## config.mk

```make
export PLATFORM = sky130hd
export DESIGN_NAME = asid_tlb
export DESIGN_NICKNAME = d
export VERILOG_FILES = /design/src/rtl/tlb_pkg.sv /design/src/rtl/tlb_match.sv /design/src/rtl/tlb_victim.sv /design/src/rtl/asid_tlb.sv
export SDC_FILE = /design/constraint.sdc
export NUM_CORES = 1
export LEC_CHECK = 0
export ABC_CLOCK_PERIOD_IN_PS = 9500
export BUFFER_PORTS_ARGS = -buffer_cell sky130_fd_sc_hd__buf_2
export CELL_PAD_IN_SITES_DETAIL_PLACEMENT = 0
export CELL_PAD_IN_SITES_GLOBAL_PLACEMENT = 1
export CORE_MARGIN = 5
export CORE_UTILIZATION = 50
export CTS_BUF_LIST = sky130_fd_sc_hd__clkbuf_4 sky130_fd_sc_hd__clkbuf_8
export CTS_CLUSTER_SIZE = 20
export DETAILED_ROUTE_END_ITERATION = 12
export GPL_TIMING_DRIVEN = 1
export MAX_ROUTING_LAYER = met4
export PLACE_DENSITY_LB_ADDON = 0.1
export SLEW_MARGIN = 20
export SYNTH_ARGS = -nofsm -noshare
export SYNTH_HDL_FRONTEND = slang
export SYNTH_HIERARCHICAL = 1
export SYNTH_SLANG_ARGS = --single-unit
```

## constraint.sdc

```tcl
create_clock -name clk -period 9.5 [get_ports clk]
set_input_delay 0.95 -clock clk [delete_from_list [all_inputs] [get_ports clk]]
set_output_delay 0.95 -clock clk [all_outputs]
set_load 0.01 [all_outputs]
```

## src/rtl/tlb_pkg.sv

```systemverilog
package tlb_pkg;
  localparam int PGSZ_W  = 2;
  localparam int PRIV_W  = 2;
  localparam int MTYPE_W = 2;

  typedef enum logic [2:0] {
    OP_ALL        = 3'd0,
    OP_LOCAL      = 3'd1,
    OP_SPACE      = 3'd2,
    OP_PAGE_SPACE = 3'd3,
    OP_PAGE_ANY   = 3'd4
  } tlb_op_e;

  typedef struct packed {
    logic [PGSZ_W-1:0]  pgsz;
    logic               glob;
    logic [PRIV_W-1:0]  priv;
    logic [MTYPE_W-1:0] mtype;
    logic               dirty;
  } tlb_attr_t;
endpackage

```

## src/rtl/tlb_match.sv

```systemverilog
module tlb_match #(
  parameter int N      = 8,
  parameter int VPN_W  = 20,
  parameter int ASID_W = 12
) (
  input  logic [N-1:0][VPN_W-1:0]  e_vpn,
  input  logic [N-1:0][ASID_W-1:0] e_asid,
  input  logic [N-1:0]             e_valid,
  input  logic [N-1:0]             e_glob,
  input  logic [VPN_W-1:0]         lk_vpn,
  input  logic [ASID_W-1:0]        lk_asid,
  input  logic [VPN_W-1:0]         fill_vpn,
  input  logic [ASID_W-1:0]        fill_asid,
  input  tlb_pkg::tlb_op_e         op,
  input  logic [VPN_W-1:0]         cmd_vpn,
  input  logic [ASID_W-1:0]        cmd_asid,
  output logic [N-1:0]             lk_vec,
  output logic [N-1:0]             fill_vec,
  output logic [N-1:0]             kill_vec
);
  for (genvar i = 0; i < N; i++) begin : g_ent
    logic page_eq;
    logic space_eq;
    logic kill;

    assign page_eq  = (e_vpn[i] == cmd_vpn);
    assign space_eq = (e_asid[i] == cmd_asid);

    assign lk_vec[i] = e_valid[i] && (e_vpn[i] == lk_vpn) &&
                       (e_glob[i] || (e_asid[i] == lk_asid));
    assign fill_vec[i] = e_valid[i] && (e_vpn[i] == fill_vpn) &&
                         (e_asid[i] == fill_asid);

    always_comb begin
      case (op)
        tlb_pkg::OP_ALL:        kill = 1'b1;
        tlb_pkg::OP_LOCAL:      kill = !e_glob[i];
        tlb_pkg::OP_SPACE:      kill = space_eq && !e_glob[i];
        tlb_pkg::OP_PAGE_SPACE: kill = page_eq && space_eq && !e_glob[i];
        tlb_pkg::OP_PAGE_ANY:   kill = page_eq;
        default:                kill = 1'b0;
      endcase
    end
    assign kill_vec[i] = kill;
  end
endmodule

```

## src/rtl/tlb_victim.sv

```systemverilog
module tlb_victim #(
  parameter int N     = 8,
  parameter int IDX_W = $clog2(N)
) (
  input  logic             clk,
  input  logic             rst,
  input  logic [N-1:0]     valid,
  input  logic [N-1:0]     same_vec,
  input  logic             take,
  output logic [IDX_W-1:0] sel
);
  logic [IDX_W-1:0] rr_q;
  logic [IDX_W-1:0] same_idx;
  logic [IDX_W-1:0] free_idx;
  logic             any_same;
  logic             full;

  assign any_same = |same_vec;
  assign full     = &valid;

  always_comb begin
    same_idx = '0;
    free_idx = '0;
    for (int i = N - 1; i >= 0; i--) begin
      if (same_vec[i]) same_idx = IDX_W'(i);
      if (!valid[i])   free_idx = IDX_W'(i);
    end
  end

  always_comb begin
    if (any_same)   sel = same_idx;
    else if (!full) sel = free_idx;
    else            sel = rr_q;
  end

  always_ff @(posedge clk) begin
    if (rst) begin
      rr_q <= '0;
    end else if (take && !any_same && full) begin
      rr_q <= (rr_q == IDX_W'(N - 1)) ? '0 : rr_q + 1'b1;
    end
  end
endmodule

```

## src/rtl/asid_tlb.sv

```systemverilog
module asid_tlb #(
  parameter int N      = 8,
  parameter int VPN_W  = 20,
  parameter int PPN_W  = 20,
  parameter int ASID_W = 12
) (
  input  logic              clk,
  input  logic              rst,
  input  logic [VPN_W-1:0]  lk_vpn,
  input  logic [ASID_W-1:0] lk_asid,
  output logic              lk_hit,
  output logic [PPN_W-1:0]  lk_ppn,
  output logic [1:0]        lk_pgsz,
  output logic              lk_glob,
  output logic [1:0]        lk_priv,
  output logic [1:0]        lk_mtype,
  output logic              lk_dirty,
  input  logic              fill_valid,
  output logic              fill_ready,
  input  logic [VPN_W-1:0]  fill_vpn,
  input  logic [ASID_W-1:0] fill_asid,
  input  logic [PPN_W-1:0]  fill_ppn,
  input  logic [1:0]        fill_pgsz,
  input  logic              fill_glob,
  input  logic [1:0]        fill_priv,
  input  logic [1:0]        fill_mtype,
  input  logic              fill_dirty,
  input  logic              cmd_valid,
  output logic              cmd_ready,
  input  logic [2:0]        cmd_op,
  input  logic [VPN_W-1:0]  cmd_vpn,
  input  logic [ASID_W-1:0] cmd_asid,
  output logic              cmd_done
);
  import tlb_pkg::*;
  localparam int IDX_W = $clog2(N);

  logic [N-1:0][VPN_W-1:0]  e_vpn;
  logic [N-1:0][ASID_W-1:0] e_asid;
  logic [N-1:0][PPN_W-1:0]  e_ppn;
  tlb_attr_t [N-1:0]        e_attr;
  logic [N-1:0]             e_valid;
  logic [N-1:0]             e_glob;
  logic [N-1:0]             lk_vec, fill_vec, kill_vec;
  logic [IDX_W-1:0]         wr_idx;
  logic                     fill_take;
  tlb_attr_t                fill_attr;
  tlb_attr_t                hit_attr;

  for (genvar i = 0; i < N; i++) begin : g_glob
    assign e_glob[i] = e_attr[i].glob;
  end

  assign cmd_ready  = 1'b1;
  assign fill_ready = !cmd_valid;
  assign fill_take  = fill_valid && fill_ready;
  assign fill_attr  = '{pgsz: fill_pgsz, glob: fill_glob, priv: fill_priv,
                        mtype: fill_mtype, dirty: fill_dirty};

  tlb_match #(.N(N), .VPN_W(VPN_W), .ASID_W(ASID_W)) u_match (
    .e_vpn    (e_vpn),
    .e_asid   (e_asid),
    .e_valid  (e_valid),
    .e_glob   (e_glob),
    .lk_vpn   (lk_vpn),
    .lk_asid  (lk_asid),
    .fill_vpn (fill_vpn),
    .fill_asid(fill_asid),
    .op       (tlb_op_e'(cmd_op)),
    .cmd_vpn  (cmd_vpn),
    .cmd_asid (cmd_asid),
    .lk_vec   (lk_vec),
    .fill_vec (fill_vec),
    .kill_vec (kill_vec)
  );

  tlb_victim #(.N(N), .IDX_W(IDX_W)) u_victim (
    .clk     (clk),
    .rst     (rst),
    .valid   (e_valid),
    .same_vec(fill_vec),
    .take    (fill_take),
    .sel     (wr_idx)
  );

  // Valid flags and the done pulse carry reset; payload does not.
  always_ff @(posedge clk) begin
    if (rst) begin
      e_valid  <= '0;
      cmd_done <= 1'b0;
    end else begin
      cmd_done <= cmd_valid;
      if (cmd_valid)      e_valid <= e_valid & ~kill_vec;
      else if (fill_take) e_valid[wr_idx] <= 1'b1;
    end
  end

  always_ff @(posedge clk) begin
    if (fill_take) begin
      e_vpn[wr_idx]  <= fill_vpn;
      e_asid[wr_idx] <= fill_asid;
      e_ppn[wr_idx]  <= fill_ppn;
      e_attr[wr_idx] <= fill_attr;
    end
  end

  // Lowest-numbered matching slot wins.
  always_comb begin
    lk_ppn   = '0;
    hit_attr = '0;
    for (int i = N - 1; i >= 0; i--) begin
      if (lk_vec[i]) begin
        lk_ppn   = e_ppn[i];
        hit_attr = e_attr[i];
      end
    end
  end

  assign lk_hit   = |lk_vec;
  assign lk_pgsz  = hit_attr.pgsz;
  assign lk_glob  = hit_attr.glob;
  assign lk_priv  = hit_attr.priv;
  assign lk_mtype = hit_attr.mtype;
  assign lk_dirty = hit_attr.dirty;
endmodule

```

==> flow_summary.yaml <==
worst_hold_path:
  hold_class: "register to register"
  hp-start: "u_victim/rr_q[1]$_SDFFE_PP0P_"
  hold_end: "u_victim/rr_q[1]$_SDFFE_PP0P_"
  whs_path_depth: 2
cells_and_area:
  drive_gt1_share_pct: 15.7
  area_growth_pct: 10.2
  nets: 2267
  utilization_pct: 55.8
logic_synthesis:
  yosys.area_share.simple_pct: 8.43
  synthCells: 2010
  syn_area_per_cell_um2: 13.0
  yosys_warnings: 6
  ys_async_sr_fraction_pct: 0
  synth_compound_area_share_pct: 5.83
  synth_top_family_by_area: "XOR/XNOR gates"
  yosys.area_share.adder_pct: 0.0957
  synthesis.area_um2: 26200
  synth.net_count: 2143
  synth_xor_area_share_pct: 25.7
  ys.flop_type: "edfxtp_1"
  seq_area_frac_synth_pct: 56.0
  synth_cell_types: 53
  synth_mux_area_share_pct: 0
  ys_seq_elements: 492
  synth_edf_count: 480
timing:
  max_freq_ghz: 0.167
  relSlewSlack_pct: 26.1
  rsz0062_at_grt: "false"
  min_period_over_period_pct: 62.9
  holdWs_ns: 0.518
  setup_violations: 0
  tns_ns: 0
  tightest_slew_ns: 1.11
  final.setup_skew_ns: 0.0331
  drv_slew: 0
  min_period_ns: 5.97
  hold_viol_final: 0
critical_path:
  timing.rr.end: "e_vpn[121]$_DFFE_PP_"
  critical_path.max_stage_delay_ns: 0.92
  crit_slowest_cell: "nor4_1"
  cp-end-kind: "output port"
  critical_path.top_delay_family: "simple AND/OR/NAND/NOR gates"
  startpoint_type: "primary input"
  cpMostUsedCell: "buf_2"
  crit_type: "primary input to output port"
  critPathArrivalTime_ns: 5.02
  critPathMaxFanout: 18
  required_ns: 8.55
  cp_cell_sequence: "buf_2 > xor2_1 > nor4_1 > nand4_1 > nor3_2 > buf_4 > inv_2 > nand2_1 > o22ai_1 > a21oi_1 > buf_2"
  reg2reg_slack_ns: 3.55
  path_buf_inv: 4
  rr_worst_depth: 10
  reg2reg_from: "e_vpn[146]$_DFFE_PP_"
clock_network:
  cts_max_level: 3
  clock_latency_ns: 0.70
  clock_tree.root_cell: "clkbuf_8"
  cts.sinks: 492
  cts_buffer_depth: 3
  clk_pin_slew_worst_paths_ns: 0.06
  cts_buffers: 85
  post_cts_resized: 0
  ctsHoldBuffers: 0
  postCtsSetupRepairBufs: 0
  cts_tree: "built"
power:
  swShare_pct: 25.7
  p_per_area_nw_per_um2: 168
  max-vdd-ir-drop_mv: 0.164
  netSwitchingPower_mw: 1.24
  power.leakage_nw: 9.52
  comb_power_share_pct: 8.9
  report.power.total_mw: 4.83
  power_frac_clock_pct: 40.8
  internal_power_mw: 3.59
  pwr-share-seq_pct: 50.2
drt:
  drc: 0
  wl_um: 105000
  postRouteAntennaNets: 0
  dr.pass1.iters: 5
  vias: 18595
  via_per_inst: 6.45
  wl_per_cell_um: 36.3
  first_iter_violations: 2689
floorplan:
  die_y_um: 239
  die-area_um2: 57000
  die_x_um: 239
  rows: 83
  start_util_pct: 50.7
  pin_count: 163
  core-area_um2: 51600
global_route:
  gr-total-overflow: 0
  grt_pass1_vias: 17811
  track_usage_pct: 36.8
  grt_pass1_wl_um: 142000
  grt_max_degree: 61
  antenna_found_initial: 6
run_status:
  status: "complete, no violations"
placement:
  hpwlAfterDp_um: 75900
  place.gp.congestion: 1.12
  port-buffer-count: 161
flow_run:
  drv_cap: 0
## cell usage in the layout, fill, tap and decap left out, types with 7 or more instances in the layout
master and count:
buf_4 16, clkbuf_4 26, nand3_1 21, dfxtp_1 12, diode_2 8, nor4_2 10, a22oi_1 26, clkinv_1 16
a221o_1 18, clkbuf_8 85, a21oi_1 40, xor2_1 464, nor2b_1 9, buf_2 161, o2111ai_1 17, a221oi_1 27
nand2b_1 24, inv_1 18, o21ai_1 10, o221ai_1 10, clkinv_2 7, a31oi_1 15, nor3_1 36, nand2_1 29
nor2_1 26, o22ai_1 19, nor4_1 108, edfxtp_1 480, xnor2_1 303, nor3_2 7, nand4_1 94
## power groups by stage
stage	sequential (mW)	combinational, mW	clock (mW)
final	2.43	0.432	1.97
after floorplan	2.46	0.246	0
after detailed placement	2.47	0.409	0
after global placement	2.47	0.410	0
after global routing	2.42	0.436	2.10
after CTS	2.42	0.411	2.00
## worst min-delay path, delay by kind of cell, from the launching register on
| family | cells | cell delay, ns |
|---|---|---|
| AOI/OAI and AO/OA | 2 | 0.14 |
| DFF | 1 | 0.33 |
## sequential cells by signal (all words and copies together), names as in the netlist
| register | cells |
|---|---|
| cmd_done | 1 |
| e_asid | 96 |
| e_attr | 64 |
| e_ppn | 160 |
| e_valid | 8 |
| e_vpn | 160 |
| u_victim/rr_q | 3 |
## synthesized netlist by cell type (5+ instances only)
library cell / number / area share [%]
xor2_1: 464 / 16
o2111ai_1: 17 / 0.57
buf_2: 75 / 1.4
buf_4: 14 / 0.40
a22oi_1: 26 / 0.75
a221o_1: 18 / 0.69
a21oi_1: 40 / 0.77
clkbuf_1: 13 / 0.19
xnor2_1: 303 / 10
dfxtp_1: 12 / 0.92
o22ai_1: 19 / 0.45
nor3_1: 43 / 0.82
nand3_1: 21 / 0.40
nor2b_1: 10 / 0.24
edfxtp_1: 480 / 55
nor4_1: 111 / 2.7
buf_6: 36 / 1.6
nand2b_1: 24 / 0.57
nor4_2: 7 / 0.33
nand4_1: 94 / 2.2
nand2_1: 29 / 0.42
o21ai_1: 10 / 0.19
a211oi_1: 5 / 0.14
a221oi_1: 27 / 0.90
a31oi_1: 15 / 0.36
o221ai_1: 10 / 0.33
inv_1: 19 / 0.27
o21ai_0: 5 / 0.096
nor2_1: 33 / 0.47
## how the worst max path moves through the flow
stage | start | to | slack (ns) | cells past startpoint
after floorplan | fill_vpn[9] | e_asid[0]$_DFFE_PP_ | 1.87 | 12
after global placement | fill_vpn[12] | e_vpn[130]$_DFFE_PP_ | 2.34 | 11
after detailed placement | fill_vpn[12] | e_vpn[130]$_DFFE_PP_ | 2.64 | 11
after CTS | e_vpn[146]$_DFFE_PP_ | e_vpn[121]$_DFFE_PP_ | 3.37 | 10
after global routing | e_vpn[146]$_DFFE_PP_ | e_vpn[121]$_DFFE_PP_ | 3.42 | 10
final | lk_vpn[11] | lk_glob | 3.53 | 11
## layer usage
layer / part of all wire (%) / GRT usage, % / wire [um] / vias to the layer above
li1: - / - / - / 7633
met1: 40 / 49.3 / 41400 / 9395
met2: 43 / 51.8 / 44700 / 1310
met3: 12 / 10.7 / 12300 / 257
met4: 5.9 / 17.2 / 6160 / 0
met5: 0 / - / 0 / -
## final cells by class
class	instances	area, um2
Clock inverter	35	325
Antenna cell	8	20.0
Fill cell	4325	22800
Inverter	20	76.3
Clock buffer	111	1370
Sequential cell	492	14700
Timing Repair Buffer	178	946
Tap cell	680	851
Multi-Input combinational cell	1357	10600
## kinds of logic (layout without fill, tap and decap cells)
logic type               Yosys count  count (layout)
adder cells (fa/ha/maj)            2               2
other                              1               9
AND/OR/NAND/NOR                  380             380
buffers and inverters            161             344
AO/OA/AOI/OAI                    207             207
XOR/XNOR                         767             767
flip-flops                       492             492
## per-stage QoR
stage / std cells / cell area, um2 / setup slack, ns
after CTS: 2873 / 28800 / 3.37
after global routing: 2879 / 28800 / 3.42
after detailed placement: 2727 / 27100 / 2.64
final: 2881 / 28800 / 3.53
after global placement: 2727 / 27100 / 2.34
after floorplan: 2010 / 26200 / 1.87
Power figures use the tool's default switching activity.
